==> src/rtl/tea_pkg.sv <==
package tea_pkg;
  localparam int unsigned HW = 32;
  localparam logic [HW-1:0] DELTA = 32'h9E37_79B9;

  function automatic logic [HW-1:0] tea_mix(input logic [HW-1:0] x,
                                            input logic [HW-1:0] s,
                                            input logic [HW-1:0] ka,
                                            input logic [HW-1:0] kb);
    return ((x << 4) + ka) ^ (x + s) ^ ((x >> 5) + kb);
  endfunction
endpackage

==> src/rtl/tea_key_reg.sv <==
module tea_key_reg #(
  parameter int KEY_W = 128
) (
  input  logic             clk,
  input  logic             rst,
  input  logic             upd,
  input  logic             busy,
  input  logic [KEY_W-1:0] key_i,
  output logic [KEY_W-1:0] key_q
);
  always_ff @(posedge clk) begin
    if (rst) key_q <= '0;
    else if (upd && !busy) key_q <= key_i;
  end

  // key frozen during a block
  p_key_frozen_r8: assert property (@(posedge clk) disable iff (rst)
    busy |=> $stable(key_q));
endmodule

==> src/rtl/tea_ctrl.sv <==
module tea_ctrl #(
  parameter int ROUNDS    = 32,
  parameter bit HALF_STEP = 1'b0
) (
  input  logic clk,
  input  logic rst,
  input  logic start,
  output logic load,
  output logic step,
  output logic finish,
  output logic phase,
  output logic busy,
  output logic ack
);
  localparam int STEPS = ROUNDS * (HALF_STEP ? 2 : 1);
  localparam int CNT_W = (STEPS > 1) ? $clog2(STEPS) : 1;
  localparam logic [CNT_W-1:0] LAST = CNT_W'(STEPS - 1);

  logic [CNT_W-1:0] cnt;

  assign load   = start && !busy;
  assign step   = busy;
  assign finish = busy && (cnt == LAST);

  generate
    if (HALF_STEP) begin : g_half
      assign phase = cnt[0];
    end else begin : g_full
      assign phase = 1'b0;
    end
  endgenerate

  always_ff @(posedge clk) begin
    if (rst) begin
      cnt  <= '0;
      busy <= 1'b0;
      ack  <= 1'b0;
    end else begin
      ack <= finish;
      if (load) begin
        busy <= 1'b1;
        cnt  <= '0;
      end else if (finish) begin
        busy <= 1'b0;
        cnt  <= '0;
      end else if (busy) begin
        cnt <= cnt + 1'b1;
      end
    end
  end

  // accepted start raises busy
  p_busy_after_start_r4: assert property (@(posedge clk) disable iff (rst)
    (start && !busy) |=> busy);
  // a start while busy does not restart the count
  p_cnt_advances_r7: assert property (@(posedge clk) disable iff (rst)
    (busy && start && cnt != LAST) |=> (busy && cnt == $past(cnt) + 1'b1));
  // acknowledge is a single pulse closing a busy window
  p_ack_single_r5: assert property (@(posedge clk) disable iff (rst)
    ack |=> !ack);
  p_ack_ends_busy_r5: assert property (@(posedge clk) disable iff (rst)
    ack |-> ($past(busy) && !busy));
endmodule

==> src/rtl/tea_round_dp.sv <==
module tea_round_dp
  import tea_pkg::*;
#(
  parameter int ROUNDS    = 32,
  parameter bit HALF_STEP = 1'b0
) (
  input  logic            clk,
  input  logic            rst,
  input  logic            load,
  input  logic            step,
  input  logic            finish,
  input  logic            phase,
  input  logic            dec_i,
  input  logic [4*HW-1:0] key_i,
  input  logic [2*HW-1:0] blk_i,
  output logic [2*HW-1:0] blk_o
);
  localparam logic [HW-1:0] SUM_END = HW'(64'(ROUNDS) * 64'(DELTA));

  logic [HW-1:0] v0, v1, sum, v0_n, v1_n, sum_n;
  logic          dec_q;
  logic [HW-1:0] k0, k1, k2, k3;

  assign k0 = key_i[4*HW-1:3*HW];
  assign k1 = key_i[3*HW-1:2*HW];
  assign k2 = key_i[2*HW-1:HW];
  assign k3 = key_i[HW-1:0];

  generate
    if (HALF_STEP) begin : g_half
      always_comb begin
        v0_n  = v0;
        v1_n  = v1;
        sum_n = sum;
        if (!dec_q) begin
          if (!phase) begin
            sum_n = sum + DELTA;
            v0_n  = v0 + tea_mix(v1, sum_n, k0, k1);
          end else begin
            v1_n = v1 + tea_mix(v0, sum, k2, k3);
          end
        end else begin
          if (!phase) begin
            v1_n = v1 - tea_mix(v0, sum, k2, k3);
          end else begin
            v0_n  = v0 - tea_mix(v1, sum, k0, k1);
            sum_n = sum - DELTA;
          end
        end
      end
    end else begin : g_full
      logic [HW-1:0] s_up;
      assign s_up = sum + DELTA;
      always_comb begin
        if (!dec_q) begin
          sum_n = s_up;
          v0_n  = v0 + tea_mix(v1, s_up, k0, k1);
          v1_n  = v1 + tea_mix(v0_n, s_up, k2, k3);
        end else begin
          v1_n  = v1 - tea_mix(v0, sum, k2, k3);
          v0_n  = v0 - tea_mix(v1_n, sum, k0, k1);
          sum_n = sum - DELTA;
        end
      end
    end
  endgenerate

  always_ff @(posedge clk) begin
    if (rst) begin
      v0    <= '0;
      v1    <= '0;
      sum   <= '0;
      dec_q <= 1'b0;
      blk_o <= '0;
    end else begin
      if (load) begin
        v0    <= blk_i[2*HW-1:HW];
        v1    <= blk_i[HW-1:0];
        sum   <= dec_i ? SUM_END : '0;
        dec_q <= dec_i;
      end else if (step) begin
        v0  <= v0_n;
        v1  <= v1_n;
        sum <= sum_n;
      end
      if (finish) blk_o <= {v0_n, v1_n};
    end
  end

  // encryption sum lands on the decryption start value
  p_enc_sum_end_r2: assert property (@(posedge clk) disable iff (rst)
    (finish && !dec_q) |-> (sum_n == SUM_END));
  // decryption sum returns to zero
  p_dec_sum_zero_r3: assert property (@(posedge clk) disable iff (rst)
    (finish && dec_q) |-> (sum_n == '0));
endmodule

==> src/rtl/tea_core.sv <==
module tea_core #(
  parameter int ROUNDS    = 32,
  parameter bit HALF_STEP = 1'b0
) (
  input  logic         clk,
  input  logic         rst,
  input  logic         start_i,
  input  logic         decrypt_i,
  input  logic         key_upd_i,
  input  logic [127:0] key_i,
  input  logic [63:0]  blk_i,
  output logic [63:0]  blk_o,
  output logic         busy_o,
  output logic         ack_o
);
  logic         load, step, finish, phase, busy;
  logic [127:0] key_q;

  tea_key_reg #(.KEY_W(128)) u_key (
    .clk(clk), .rst(rst), .upd(key_upd_i), .busy(busy),
    .key_i(key_i), .key_q(key_q)
  );

  tea_ctrl #(.ROUNDS(ROUNDS), .HALF_STEP(HALF_STEP)) u_ctrl (
    .clk(clk), .rst(rst), .start(start_i), .load(load), .step(step),
    .finish(finish), .phase(phase), .busy(busy), .ack(ack_o)
  );

  tea_round_dp #(.ROUNDS(ROUNDS), .HALF_STEP(HALF_STEP)) u_dp (
    .clk(clk), .rst(rst), .load(load), .step(step), .finish(finish),
    .phase(phase), .dec_i(decrypt_i), .key_i(key_q), .blk_i(blk_i),
    .blk_o(blk_o)
  );

  assign busy_o = busy;

  // result holds between acknowledges
  p_dout_held_r6: assert property (@(posedge clk) disable iff (rst)
    !ack_o |-> $stable(blk_o));
endmodule

==> config.mk <==
export PLATFORM = sky130hd
export DESIGN_NAME = tea_core
export DESIGN_NICKNAME = d
export VERILOG_FILES = /design/src/rtl/tea_pkg.sv /design/src/rtl/tea_key_reg.sv /design/src/rtl/tea_ctrl.sv /design/src/rtl/tea_round_dp.sv /design/src/rtl/tea_core.sv
export SDC_FILE = /design/constraint.sdc
export NUM_CORES = 2
export LEC_CHECK = 0
export BUFFER_PORTS_ARGS = -buffer_cell sky130_fd_sc_hd__buf_2
export CAP_MARGIN = 20
export CORE_UTILIZATION = 43
export CTS_CLUSTER_SIZE = 25
export DETAILED_ROUTE_END_ITERATION = 7
export PLACE_DENSITY = 0.58
export REMOVE_ABC_BUFFERS = 1
export SLEW_MARGIN = 30
export SYNTH_ARGS = -nofsm -noshare
export SYNTH_HDL_FRONTEND = slang
export SYNTH_HIERARCHICAL = 1
export SYNTH_SLANG_ARGS = --single-unit
export TNS_END_PERCENT = 1
==> constraint.sdc <==
create_clock -name clk -period 12.43 [get_ports clk]
set_input_delay 1.8645 -clock clk [delete_from_list [all_inputs] [get_ports clk]]
set_output_delay 1.8645 -clock clk [all_outputs]
set_load 0.03 [all_outputs]
Word-level counts from Yosys, hierarchy flattened
Index checks and enable logic that the tools add are counted.
Widths: inputs -> output; s select.
{"block": "word_totals", "reg_bits": 296, "latch_bits": 0, "ram_bits": 0, "mem_bits_ro": 0, "out_inout_bits": 66, "word_cells": 56, "mem_count": 0}
{"block": "op_classes", "addsub": 19, "mul": 0, "n_div": 0, "n_lt_le_gt_ge": 0, "n_eq_ne": 1, "shifts": 0, "muxes": 12, "bitwise": 8, "reduce_logical": 7}
{"cell": "$add 32x32->32", "n": 10}
{"cell": "$mux 32", "n": 10}
{"cell": "$xor 32x32->32", "n": 8}
{"cell": "$add 27x32->32", "n": 4}
{"cell": "$sub 32x32->32", "n": 2}
{"cell": "$add 32x32->32 const B", "n": 1}
{"cell": "$sub 32x32->32 const B", "n": 1}
{"cell": "$add 5x1->5 const B", "n": 1}
{"cell": "$eq 5x5->1 const B", "n": 1}
{"cell": "$reduce_bool 2->1", "n": 2}
{"cell": "$logic_and 1x1->1", "n": 3}
{"cell": "$reduce_or 3->1", "n": 1}
{"cell": "$mux 1", "n": 2}
{"cell": "$logic_not 1->1", "n": 1}

Logic depth before layout (Yosys ltp)
{"block": "depth", "ltp_word": 12, "ltp_mapped": 47}

Hierarchy
Netlist, hierarchy kept.
{"module": "tea_round_dp", "n_inst": 1, "cells_per_inst": 4139, "area_each_um2": 31616.6, "seq_area_each_um2": 3223.1}
{"module": "tea_key_reg", "n_inst": 1, "cells_per_inst": 583, "area_each_um2": 5779.3, "seq_area_each_um2": 2562.5}
{"module": "tea_ctrl", "n_inst": 1, "cells_per_inst": 32, "area_each_um2": 360.3, "seq_area_each_um2": 140.1}

Least setup slack after synthesis
OpenSTA, ideal clock, no wires.
{"block": "synth_timing", "path_kind": "register to register", "from": "register u_dp.sum[1]", "to": "register u_dp.v1[31]", "setup_ns": 0.134, "arrival_ns": 9.363, "t_required_ns": 12.296, "setup_slack_ns": 2.934, "path_stages_with_launch": 45, "cell_sequence": "dfxtp_1 -> ha_1 -> a21oi_4 -> or3b_4 -> a211o_1 -> a31o_1 -> o41a_1 -> o41a_1 -> or3_4 -> xor2_1 -> ha_1 -> xnor2_1 -> xnor2_1 -> xnor2_1 -> xnor2_1 -> xnor2_1 -> ha_1 -> nand4_1 -> [... 9 more ...] -> ha_1 -> xnor2_1 -> xnor2_1 -> xnor2_1 -> xnor2_1 -> xnor2_1 -> ha_1 -> a21oi_1 -> a21oi_1 -> o21ai_0 -> nand2b_1 -> a31o_2 -> a21oi_1 -> xnor3_1 -> xnor2_1 -> xor3_1 -> a221oi_1 -> o22ai_1"}
{"block": "synth_via", "elab_chain_cells": 12}
{"item": "start, declared", "line_no": "tea_round_dp.sv:20", "source": "logic [HW-1:0] v0, v1, sum, v0_n, v1_n, sum_n;"}
{"item": "start signal, assigned", "line_no": "tea_round_dp.sv:79", "source": "sum <= dec_i ? SUM_END : '0;"}
{"item": "start signal, assigned", "line_no": "tea_round_dp.sv:84", "source": "sum <= sum_n;"}
{"item": "$add 32x32->32", "line_no": "tea_round_dp.sv:53", "source": "assign s_up = sum + DELTA;"}
{"item": "$add 32x32->32", "line_no": "tea_pkg.sv:9", "source": "return ((x << 4) + ka) ^ (x + s) ^ ((x >> 5) + kb);"}
{"item": "$xor 32x32->32 (2 in a row)", "line_no": "tea_pkg.sv:9"}
{"item": "$add 32x32->32", "line_no": "tea_round_dp.sv:57", "source": "v0_n = v0 + tea_mix(v1, s_up, k0, k1);"}
{"item": "$add 32x32->32", "line_no": "tea_pkg.sv:9"}
{"item": "$xor 32x32->32 (2 in a row)", "line_no": "tea_pkg.sv:9"}
{"item": "$add 32x32->32", "line_no": "tea_round_dp.sv:58", "source": "v1_n = v1 + tea_mix(v0_n, s_up, k2, k3);"}
{"item": "$mux 32 (*)", "line_no": "tea_round_dp.sv:55", "source": "if (!dec_q) begin"}
{"item": "$mux 32 (*)", "line_no": "tea_round_dp.sv:81", "source": "end else if (step) begin"}
{"item": "$mux 32 (*)", "line_no": "tea_round_dp.sv:76", "source": "if (load) begin"}
{"item": "end signal, assigned", "line_no": "tea_round_dp.sv:78", "source": "v1 <= blk_i[HW-1:0];"}
{"item": "end signal, assigned", "line_no": "tea_round_dp.sv:83", "source": "v1 <= v1_n;"}
{"item": "end, declared", "line_no": "tea_round_dp.sv:20"}
Every way passes the cells marked *; elsewhere a longest branch is shown, timed or not. The select of a mux whose other input is x is not followed.
A chain may end at the register's enable or synchronous reset.

Final worst setup path
{"block": "layout_timing", "from": "register u_dp.sum[0]", "to": "register u_dp.v0[31]"}
{"block": "layout_via", "elab_chain_cells": 11}
{"item": "$add 32x32->32", "line_no": "tea_pkg.sv:9"}
{"item": "$xor 32x32->32 (2 in a row)", "line_no": "tea_pkg.sv:9"}
{"item": "$sub 32x32->32", "line_no": "tea_round_dp.sv:60", "source": "v1_n = v1 - tea_mix(v0, sum, k2, k3);"}
{"item": "$add 32x32->32", "line_no": "tea_pkg.sv:9"}
{"item": "$xor 32x32->32 (2 in a row)", "line_no": "tea_pkg.sv:9"}
{"item": "$sub 32x32->32", "line_no": "tea_round_dp.sv:61", "source": "v0_n = v0 - tea_mix(v1_n, sum, k0, k1);"}
{"item": "$mux 32 (*)", "line_no": "tea_round_dp.sv:55"}
{"item": "$mux 32 (*)", "line_no": "tea_round_dp.sv:81"}
{"item": "$mux 32 (*)", "line_no": "tea_round_dp.sv:76"}
{"item": "end signal, assigned", "line_no": "tea_round_dp.sv:77", "source": "v0 <= blk_i[2*HW-1:HW];"}
{"item": "end signal, assigned", "line_no": "tea_round_dp.sv:82", "source": "v0 <= v0_n;"}
{"item": "end, declared", "line_no": "tea_round_dp.sv:20"}
Marks and branches as above.

==> flow_summary_export.csv <==
group,metric,value,unit
outcome,status,"finished clean",
sta,finClkSkew,37.6,ps
run,maxCapViolations,0,
finish,fin_cells,6087,
critical_path,path_depth,44,
sta,fin_crit_sh,94.4,%
critical_path,cp_slowest_cell,"xnor2_1",
worst_hold_path,min_from,"u_key/key_q[95]",
placement,placed_area,0.0400,mm^2
grt,grt_max_degree,120,
critical_path,reg2reg_slack,690,ps
floorplanning,die_y,298,um
finish,fill_cells,8753,
clocking,cts_root_buf,"clkbuf_16",
sta,slew_violations,0,
clocking,cts.clk_slew.worst_paths,60,ps
sta,period_needed,11740,ps
critical_path,worstPathBufferInverterCount,0,
placement,dp_worst_setup_slack,993,ps
critical_path,start_kind,"register",
placement,portBuffers,262,
floorplanning,start_util,43.4,%
critical_path,path_class,"reg -> reg",
sta,rsz0062_at_grt,"no",
floorplanning,die-area,0.0890,mm^2
worst_hold_path,hold_depth,2,
floorplanning,core,0.0869,mm^2
grt,overflow,0,
grt,grt_usage,31.6,%
clocking,clkLatencyLatePin,590,ps
finish,drive_above_1_share,8.56,%
critical_path,r2r_end,"u_dp/v0[31]",
sta,maxSlewHeadroom,27.6,%
finish,design_area,0.0413,mm^2
routing,viasPerCell,6.02,
placement,hpwl,118000,um
critical_path,r2r-start,"u_dp/sum[0]",
grt,grt_pass1_vias,34096,
clocking,cts_buffers,38,
clocking,cts_buffer_depth,3,
synthesis,syn_area_per_cell,7.94,um^2
finish,antenna_cells,0,
routing,first_pass_iters,6,
routing,wirelength,145000,um
clocking,cts_sinks,296,
synthesis,synth_cells,4752,
critical_path,end_kind,"register",
critical_path,worstPathArrival,12250,ps
routing,ant_nets,0,
synthesis,ys_warn_count,6,
sta,fmax,0.0852,GHz
critical_path,cp-endpoint,"u_dp/v0[31]",
routing,drcViolationCount,0,
critical_path,startpoint,"u_dp/sum[0]",
routing,drtIter0Drc,3325,
sta,tightest_slew,1070,ps
clocking,postCtsHoldBufs,0,
grt,antenna_found_initial,3,
critical_path,cp_top_family,"compound AO/OA/AOI/OAI gates",
floorplanning,fp-row-count,108,
critical_path,r2r_cells,44,
critical_path,worstPathRequired,12950,ps
clocking,postCtsSetupBuffers,0,
sta,worst_slack,692,ps
critical_path,crit_path_max_fanout,8,
clocking,cts_resized,0,
finish,nets,5603,
sta,setup_violations,0,
sta,tns,0,ps
placement,placed_cells,6020,
clocking,cts.htree.levels,2,
finish,areaGrowthSynthToFinish,9.48,%
routing,wl_per_cell,23.9,um
routing,vias,36633,
synthesis,synth_area,0.0377,mm^2
worst_hold_path,hold_class,"reg -> reg",
critical_path,crit_top_cell,"a21o_1",
sta,finalHoldViolations,0,
floorplanning,ios,263,
grt,grt_first_pass_wirelength,214000,um
critical_path,slowest_delay,540,ps
clocking,cts_tree,"done",
floorplanning,die_x,298,um
placement,gp_congestion,0.983,
-- through the flow --
stage | util [%] | hold slack, ps
6_report | 47.6 | 480
5_1_grt | 47.6 | 498
4_1_cts | 47.6 | 481
3_5_place_dp | 46.1 | 469
3_3_place_gp | 46.1 | 467
2_1_floorplan | - | 453
-- placed cells by master, fill, tap and decap left out, types with 15 or more instances in the layout --
cell,n
xnor2_1,601
ha_1,485
a21oi_1,447
nor2_1,364
dfxtp_1,294
buf_2,260
nand2_1,250
o21ai_0,240
a21o_1,222
nand2b_1,188
xor2_1,163
a211oi_1,129
nand4bb_1,128
o21ai_1,122
inv_1,117
nand3_1,76
o21a_1,62
nor3_1,60
o21bai_1,51
and3_1,42
nor2b_1,42
a31oi_1,41
mux2i_1,40
clkbuf_16,38
buf_4,36
o211ai_1,34
nand4_1,26
and2_1,22
or3_1,18
a21boi_0,17
a211o_1,16
fa_1,16
o31ai_1,15
-- how the worst min path moves through the flow --
stage | slack [ps] | to
floorplan | 450 | u_key/key_q[31]
global route | 500 | u_dp/blk_o[40]
CTS | 480 | u_key/key_q[31]
global placement | 470 | u_key/key_q[95]
finish | 480 | u_key/key_q[95]
detailed placement | 470 | u_key/key_q[63]
-- metal layers --
layer,up-vias,routed length (um),track usage [%]
li1,17591,-,-
met1,17476,70700,48.4
met2,1437,59800,46.7
met3,129,12500,4.04
met4,0,2450,5.80
met5,-,0,0
-- sequential cells by signal (all words and copies together), names as in the netlist --
signal and count:
u_dp/v1 32, u_dp/dec_q 1, u_ctrl/busy 1, u_dp/v0 32, u_ctrl/cnt 5, u_ctrl/ack 1
u_key/key_q 128, u_dp/sum 32, u_dp/blk_o 64
-- worst min-delay path, delay by kind of cell (launching register included) --
family / cells / cell delay [ps]
compound gates: 1 / 50
flops: 1 / 320
simple gates: 1 / 70
-- area by class of cell --
class | count | area, um^2 | area share, %
clock inverters | 20 | 255 | 0.618
repair buffers | 298 | 1610 | 3.89
flip-flops and latches | 296 | 5930 | 14.4
multi-input cells | 4152 | 30600 | 74.1
inverters | 119 | 447 | 1.08
clock buffers | 47 | 1030 | 2.50
well taps | 1155 | 1450 | 3.50
Power is left out: the tool's default activity adds up to more than one toggle a clock period on the data nets, which glitch-free logic cannot reach.
